<file path="config.mk">
export PLATFORM = sky130hd
export DESIGN_NAME = line_stepper
export DESIGN_NICKNAME = d
export VERILOG_FILES = /design/src/rtl/line_pkg.sv /design/src/rtl/line_err_unit.sv /design/src/rtl/line_axis.sv /design/src/rtl/line_len_ctr.sv /design/src/rtl/line_stepper.sv
export SDC_FILE = /design/constraint.sdc
export NUM_CORES = 1
export LEC_CHECK = 0
export ABC_AREA = 0
export CAP_MARGIN = 20
export CORE_MARGIN = 2
export CORE_UTILIZATION = 40
export CTS_BUF_LIST = sky130_fd_sc_hd__clkbuf_16
export DETAILED_ROUTE_END_ITERATION = 6
export PLACE_DENSITY_LB_ADDON = 0.25
export SETUP_SLACK_MARGIN = 0.2
export SYNTH_ARGS = -nofsm -noshare
export SYNTH_HDL_FRONTEND = slang
export SYNTH_SLANG_ARGS = --single-unit
</file>
<file path="constraint.sdc">
create_clock -name clk -period 4.12 [get_ports clk]
set_clock_uncertainty 0.15 [all_clocks]
set_input_delay 0.824 -clock clk [delete_from_list [all_inputs] [get_ports clk]]
set_output_delay 0.824 -clock clk [all_outputs]
set_load 0.005 [all_outputs]
</file>
<file path="src/rtl/line_pkg.sv">
package line_pkg;
  typedef enum logic [0:0] {
    ST_IDLE = 1'b0,
    ST_RUN  = 1'b1
  } line_state_e;

  localparam int unsigned AXIS_X = 0;
  localparam int unsigned AXIS_Y = 1;
  localparam int unsigned N_AXES = 2;
endpackage

</file>
<file path="src/rtl/line_err_unit.sv">
module line_err_unit #(
  parameter int unsigned W = 16
) (
  input  logic         clk,
  input  logic         rst_n,
  input  logic         load,
  input  logic         step,
  input  logic [W-1:0] err_init,
  input  logic [W-1:0] k_axial,
  input  logic [W-1:0] k_diag,
  output logic         diag
);
  logic [W-1:0] err_q, err_d;
  logic [W-1:0] k1_q, k1_d, k2_q, k2_d;

  // sign bit clear means error term >= 0 -> diagonal step
  assign diag = ~err_q[W-1];

  always_comb begin
    err_d = err_q;
    k1_d  = k1_q;
    k2_d  = k2_q;
    if (load) begin
      err_d = err_init;
      k1_d  = k_axial;
      k2_d  = k_diag;
    end else if (step) begin
      err_d = err_q + (diag ? k2_q : k1_q);
    end
  end

  always_ff @(posedge clk or negedge rst_n) begin
    if (!rst_n) begin
      err_q <= '0;
      k1_q  <= '0;
      k2_q  <= '0;
    end else if (load || step) begin
      err_q <= err_d;
      k1_q  <= k1_d;
      k2_q  <= k2_d;
    end
  end
endmodule

</file>
<file path="src/rtl/line_axis.sv">
module line_axis #(
  parameter int unsigned W = 16
) (
  input  logic         clk,
  input  logic         rst_n,
  input  logic         load,
  input  logic [W-1:0] init,
  input  logic         move,
  input  logic         down,
  output logic [W-1:0] pos
);
  logic [W-1:0] pos_d;
  logic         dir_q, dir_d;
  localparam logic [W-1:0] ONE = {{(W-1){1'b0}}, 1'b1};

  always_comb begin
    pos_d = pos;
    dir_d = dir_q;
    if (load) begin
      pos_d = init;
      dir_d = down;
    end else if (move) begin
      pos_d = dir_q ? (pos - ONE) : (pos + ONE);
    end
  end

  always_ff @(posedge clk or negedge rst_n) begin
    if (!rst_n) begin
      pos   <= '0;
      dir_q <= 1'b0;
    end else if (load || move) begin
      pos   <= pos_d;
      dir_q <= dir_d;
    end
  end
endmodule

</file>
<file path="src/rtl/line_len_ctr.sv">
module line_len_ctr #(
  parameter int unsigned LW = 16
) (
  input  logic          clk,
  input  logic          rst_n,
  input  logic          load,
  input  logic [LW-1:0] len_init,
  input  logic          dec,
  output logic          last
);
  logic [LW-1:0] cnt_q, cnt_d;

  assign last = (cnt_q == '0);

  always_comb begin
    cnt_d = cnt_q;
    if (load)     cnt_d = len_init;
    else if (dec) cnt_d = cnt_q - {{(LW-1){1'b0}}, 1'b1};
  end

  always_ff @(posedge clk or negedge rst_n) begin
    if (!rst_n)          cnt_q <= '0;
    else if (load || dec) cnt_q <= cnt_d;
  end
endmodule

</file>
<file path="src/rtl/line_stepper.sv">
module line_stepper
  import line_pkg::*;
#(
  parameter int unsigned W  = 16,
  parameter int unsigned LW = 16
) (
  input  logic          clk,
  input  logic          rst_n,
  input  logic          start,
  input  logic [2:0]    dir,
  input  logic [W-1:0]  x_init,
  input  logic [W-1:0]  y_init,
  input  logic [W-1:0]  k_axial,
  input  logic [W-1:0]  k_diag,
  input  logic [W-1:0]  err_init,
  input  logic [LW-1:0] len_init,
  output logic          px_valid,
  input  logic          px_ready,
  output logic [W-1:0]  px_x,
  output logic [W-1:0]  px_y,
  output logic [W-1:0]  cur_x,
  output logic [W-1:0]  cur_y,
  output logic          busy,
  output logic          done
);
  line_state_e state_q, state_d;
  logic        done_d;
  logic        major_y_q, major_y_d;
  logic        load, accept, last, advance, diag;

  logic [W-1:0] ax_init [N_AXES];
  logic [W-1:0] ax_pos  [N_AXES];
  logic         ax_move [N_AXES];
  logic         ax_down [N_AXES];

  assign busy     = (state_q == ST_RUN);
  assign px_valid = busy;
  assign load     = start && (state_q == ST_IDLE);
  assign accept   = px_valid && px_ready;
  assign advance  = accept && !last;

  // next-state logic
  always_comb begin
    state_d   = state_q;
    major_y_d = major_y_q;
    done_d    = 1'b0;
    case (state_q)
      ST_IDLE: if (load) begin
        state_d   = ST_RUN;
        major_y_d = dir[0];
      end
      ST_RUN: if (accept && last) begin
        state_d = ST_IDLE;
        done_d  = 1'b1;
      end
      default: state_d = ST_IDLE;
    endcase
  end

  always_ff @(posedge clk or negedge rst_n) begin
    if (!rst_n) begin
      state_q   <= ST_IDLE;
      major_y_q <= 1'b0;
      done      <= 1'b0;
    end else begin
      state_q <= state_d;
      done    <= done_d;
      if (load) major_y_q <= major_y_d;
    end
  end

  assign ax_init[AXIS_X] = x_init;
  assign ax_init[AXIS_Y] = y_init;
  assign ax_down[AXIS_X] = dir[1];
  assign ax_down[AXIS_Y] = dir[2];
  assign ax_move[AXIS_X] = advance && (diag || !major_y_q);
  assign ax_move[AXIS_Y] = advance && (diag ||  major_y_q);

  for (genvar a = 0; a < N_AXES; a++) begin : g_axis
    line_axis #(.W(W)) u_axis (
      .clk  (clk),
      .rst_n(rst_n),
      .load (load),
      .init (ax_init[a]),
      .move (ax_move[a]),
      .down (ax_down[a]),
      .pos  (ax_pos[a])
    );
  end

  line_err_unit #(.W(W)) u_err (
    .clk     (clk),
    .rst_n   (rst_n),
    .load    (load),
    .step    (advance),
    .err_init(err_init),
    .k_axial (k_axial),
    .k_diag  (k_diag),
    .diag    (diag)
  );

  line_len_ctr #(.LW(LW)) u_len (
    .clk     (clk),
    .rst_n   (rst_n),
    .load    (load),
    .len_init(len_init),
    .dec     (advance),
    .last    (last)
  );

  assign cur_x = ax_pos[AXIS_X];
  assign cur_y = ax_pos[AXIS_Y];
  assign px_x  = cur_x;
  assign px_y  = cur_y;
endmodule

</file>
Word level (Yosys, flattened, before mapping)
Index checks and enable logic that the tools add are counted.
{ "totals": {"register_bits": 101, "in_bits": 103, "output_inout_bits": 67} }
{ "classes": {"addsub": 6, "muxes": 16, "bitwise": 2, "n_reduce_logical": 24} }
{ "op_table": {"columns": ["operator", "n"], "rows": [
  ["16-bit 2-to-1 mux", 11],
  ["16-bit by 1-bit subtractor with 16-bit output, second input constant", 3],
  ["16-bit by 1-bit adder with 16-bit output, second input constant", 2],
  ["16-bit adder", 1],
  ["16-bit zero test", 1],
  ["2-bit AND reduction", 7],
  ["1-bit logical AND", 6],
  ["2-bit nonzero test", 3],
  ["1-bit logical OR", 5],
  ["1-bit 2-to-1 mux", 4],
  ["1-bit zero test", 2],
  ["1-bit NOT", 2],
  ["1-bit case mux with 2 select lines", 1]
]} }

Logic depth before layout (Yosys ltp)
{ "logic_depth": {"ltp_word": 6, "depth_mapped": 12, "mapped_depth_nobuf": 11} }

Hierarchy
Synthesis repeated with hierarchy kept, for this count alone.
{ "unflattened": {"cells_unflattened": 734, "hier_area_um2": 7245.7} }
{ "modules_own_cells": {"columns": ["mod", "instances", "cells_per_inst", "area_per_inst_um2", "seq_area_each_um2"], "rows": [
  ["line_axis", 2, 163, 1483.9, 425.4],
  ["line_err_unit", 1, 249, 2864.0, 1201.2],
  ["line_len_ctr", 1, 112, 1026.0, 400.4],
  ["line_stepper", 1, 47, 387.9, 75.1]
]} }

Worst setup path before layout
No wires, ideal clock.
{ "synth_path": {"path_type": "register -> register", "from": "reg u_err.err_q[15]", "to": "reg u_err.err_q[13]", "setup_ns": 0.126, "arrival_ns": 3.085, "required_ns": 3.844, "setup_slack_ns": 0.759, "stages_incl_launch_ff": 13, "synth_period_minus_slack_ns": 3.361, "cell_sequence": "dfrtp_1 clkbuf_1 buf_1 mux2i_1 inv_1 ha_1 a21oi_1 o2111ai_1 a221oi_1 o21ai_0 o31ai_1 xor2_1 o22ai_1"} }
{ "synth_between": {"elab_chain_cells": 4} }
{ "synth_lines": {"columns": ["element", "line", "rtl"], "rows": [
  ["from (decl)", "line_err_unit.sv:13", "logic [W-1:0] err_q, err_d;"],
  ["from (signal assigned)", "line_err_unit.sv:38", "err_q <= err_d;"],
  ["16-bit 2-to-1 mux", "line_err_unit.sv:28", "err_d = err_q + (diag ? k2_q : k1_q);"],
  ["16-bit adder", "line_err_unit.sv:28", null],
  ["16-bit 2-to-1 mux", "line_err_unit.sv:27", "end else if (step) begin"],
  ["16-bit 2-to-1 mux", "line_err_unit.sv:23", "if (load) begin"]
]} }
Every way passes these cells. The select of a mux whose other input is x is not followed.
A chain may end at the register's enable or synchronous reset.

Worst setup path in the final report
Same ends and word-level chain as after synthesis.

==> metrics <==
post-synthesis compound-gate area fraction=0.180; CP arrival=3.29 ns; Resize count post-CTS=0; initial DRC count=284; die area=0.0183 sq mm; largest net degree at the start of global routing=89; CTS Sinks=101; vias in the first global route=5640; R2R Setup Slk=0.92 ns; # rows=48; XOR/XNOR Fraction of Synth Area=0.0596; Detailed Route WL=17200 um; Clk Latency, worst-skew pair=0.36 ns; Reg clk slew, reported paths=0.07 ns; ys async rst share=1.00; reg-to-reg endpoint=u_err.err_q[13]; CP max stage cell=dfrtp_1; Top Ports=170; synthesized cell area=0.00691 sq mm; Final Slew Violations=0; EDFF count, synth=0; Setup TNS Final=0 ns; synth warn=0; Reg2Reg Depth=9; Worst Setup Start Kind=register; top-area cell type share of the netlist area=0.366; first drt pass iteration count=5; fillers=1647; vias post-DR=6038; FF/Latch Area=0.00253 sq mm; relative slew slack=0.293; CTS Buf Count=9; syn_nets=980; share of post-route cells with drive strength above 1=0.0525; DR WL/cell=14.6 um; slew of the pin with the lowest slew margin=1.06 ns; hold crit path type=register to register; required time worst endpoint=4.21 ns; fin crit period=3.20 ns; Setup Crit Path Kind=register to register; ys flop type=dfrtp_1; flops & latches, synth=101; Root Driver=clkbuf_16; htree depth=3; postcts setup bufs=0; post-synthesis sequential area ratio=0.366; Vias/cell=5.12; first-pass GRT wire length=28200 um; crit path from=u_err.err_q[15]; period utilization=0.777; Power Density=665 mW/mm^2; count of final hold-check violations=0; drt drc=0; Worst Path Max Fanout=8; Max Cap Viol=0; Mean Syn Cell Area=8.33 sq um; adder and majority cell fraction of the synthesized area=0.0902; Critical Path, Cell by Cell=mux2_2 -> ha_1 -> o21a_1 -> o211a_1 -> a221oi_1 -> o21ai_0 -> o31ai_1 -> xor2_1 -> o22ai_1; synthesis-to-layout area growth=28.6%; Syn Inst Count=829; Hold Buf Count CTS=0; final setup vio count=0; CP peak stage delay=0.55 ns; Post-Synth Simple-Gate Area=0.210; Layout Nets=1099; post-detail-place hpwl=12500 um; Worst Setup EP=u_err.err_q[13]; CTS tree=yes; area of the multi-input gates=0.00392 sq mm; clock buffer depth=2; count of cell types in the netlist=61; routability congestion estimate=0.851; number of antenna violations at the first check in global routing=0; maximum vdd drop=0.369 mV; cell taking the most area after synthesis=dfrtp_1; mux contribution to synthesized area=0.0257; Leak Pwr=3.90 nW; Initial Util=0.405; gr usage total=0.192; dpl ws=0.905 ns; top cells by area, synth=dfrtp_1 37%, nand2_1 9.8%, ha_1 8.2%; core region area=0.0171 sq mm; main combinational cell family by area after synthesis=simple AND/OR/NAND/NOR gates; Fmax achieved=312 MHz; Worst R2R Start=u_err.err_q[15]; RSZ-0062 raised after global routing=false; outcome=completed; die width=135 um; final worst slack=0.919 ns; global route total overflow=0; ANT nets after route=0; port bufs=169; die height=135 um; CP endpoint kind=register
## sequential cells by signal, summed over array words and instances, names as in the netlist
name	count
g_axis.u_axis.pos	32
u_err.err_q	16
u_err.k1_q	16
u_err.k2_q	16
u_len.cnt_q	16
g_axis.u_axis.dir_q	2
busy	1
done	1
major_y_q	1
## cell usage in the layout, fill, tap and decap left out, types with 16 or more instances in the layout
cell,synthesis,routed
a21oi_1,64,64
clkdlybuf4s50_1,0,168
xor2_1,17,17
nor2_1,58,58
nor3_1,18,18
nand2_1,181,181
xnor2_1,30,30
a31oi_1,20,20
dfrtp_1,101,101
ha_1,45,45
inv_1,16,16
and3_1,16,16
o21ai_0,61,61
## critical path: cells and delay by family, from the launching register on
| kind | cells | cell delay, ns |
|---|---|---|
| flops | 1 | 0.55 |
| compound gates | 6 | 1.49 |
| mux | 1 | 0.38 |
| xor+xnor | 1 | 0.17 |
| fa+ha+maj | 1 | 0.33 |
## Yosys cell counts (all sizes together) (4+ instances only)
cell    number
a21o        13
nand2      181
nor2        58
clkbuf      23
dfrtp      101
and3        16
nor2b        6
mux2        14
o21ai       63
buf         46
o21bai       4
nor4         7
a31oi       20
xor2        17
nor3        19
xnor2       30
nand4        6
inv         16
o21a         4
nand3b       6
a211oi       6
or3          5
ha          45
nand3        9
a21oi       64
o211ai       4
## routing by layer
metal  wire length, um  up-vias  track usage  part of all wire
met2              7980      132        0.310              0.46
met1              8230     2789        0.268              0.48
met3               858        7       0.0352             0.050
met5                 0        -            0                 0
met4               130        0       0.0457            0.0076
li1                  -     3110            -                 -
## power by group
part	internal [W]	total (W)	switching [W]
Sequential	0.00136	0.00175	0.000387
Combinational	0.00173	0.00324	0.00151
Clock	0.000530	0.000919	0.000389
Total	0.00362	0.00591	0.00229
## worst min-delay path by stage
stage,startpoint,endpoint,slack (ns),cells past startpoint
floorplan,u_err.k1_q[0],u_err.k1_q[0],0.29,2
global placement,u_err.k2_q[14],u_err.k2_q[14],0.31,2
detailed placement,u_err.k2_q[11],u_err.k2_q[11],0.31,2
CTS,u_err.k2_q[11],u_err.k2_q[11],0.33,2
global route,u_err.k1_q[13],u_err.k1_q[13],0.35,2
finish,u_err.k1_q[14],u_err.k1_q[14],0.32,2
## kinds of logic after synthesis
kind of cell / Yosys count
DFF: 101
and+or+nand+nor: 327
xor gates and xnor gates: 47
adders and majority gates: 48
muxes: 16
AOI/OAI and AO/OA: 205
buffers and inverters: 85
## through the flow
| step | util | hold WS, ns | std cells | cell area [sq um] | total power [W] |
|---|---|---|---|---|---|
| after detailed placement | 0.502 | 0.313 | 1162 | 8570 | 0.00500 |
| final | 0.521 | 0.322 | 1179 | 8880 | 0.00591 |
| after global placement | 0.502 | 0.305 | 1162 | 8570 | 0.00494 |
| after CTS | 0.521 | 0.330 | 1178 | 8880 | 0.00594 |
| after floorplan | - | 0.290 | 829 | 6910 | 0.00400 |
| after global routing | 0.521 | 0.349 | 1178 | 8880 | 0.00642 |
## cell type report
type                       count  area share
antenna                        1    0.000282
clock buffer                   9      0.0254
clock inverter                 7      0.0100
inverter                      16     0.00676
multi-input combinational    643       0.442
sequential                   101       0.285
tap                          225      0.0317
timing repair buffer         177       0.200
No activity file was read; power rests on OpenSTA's default activity.
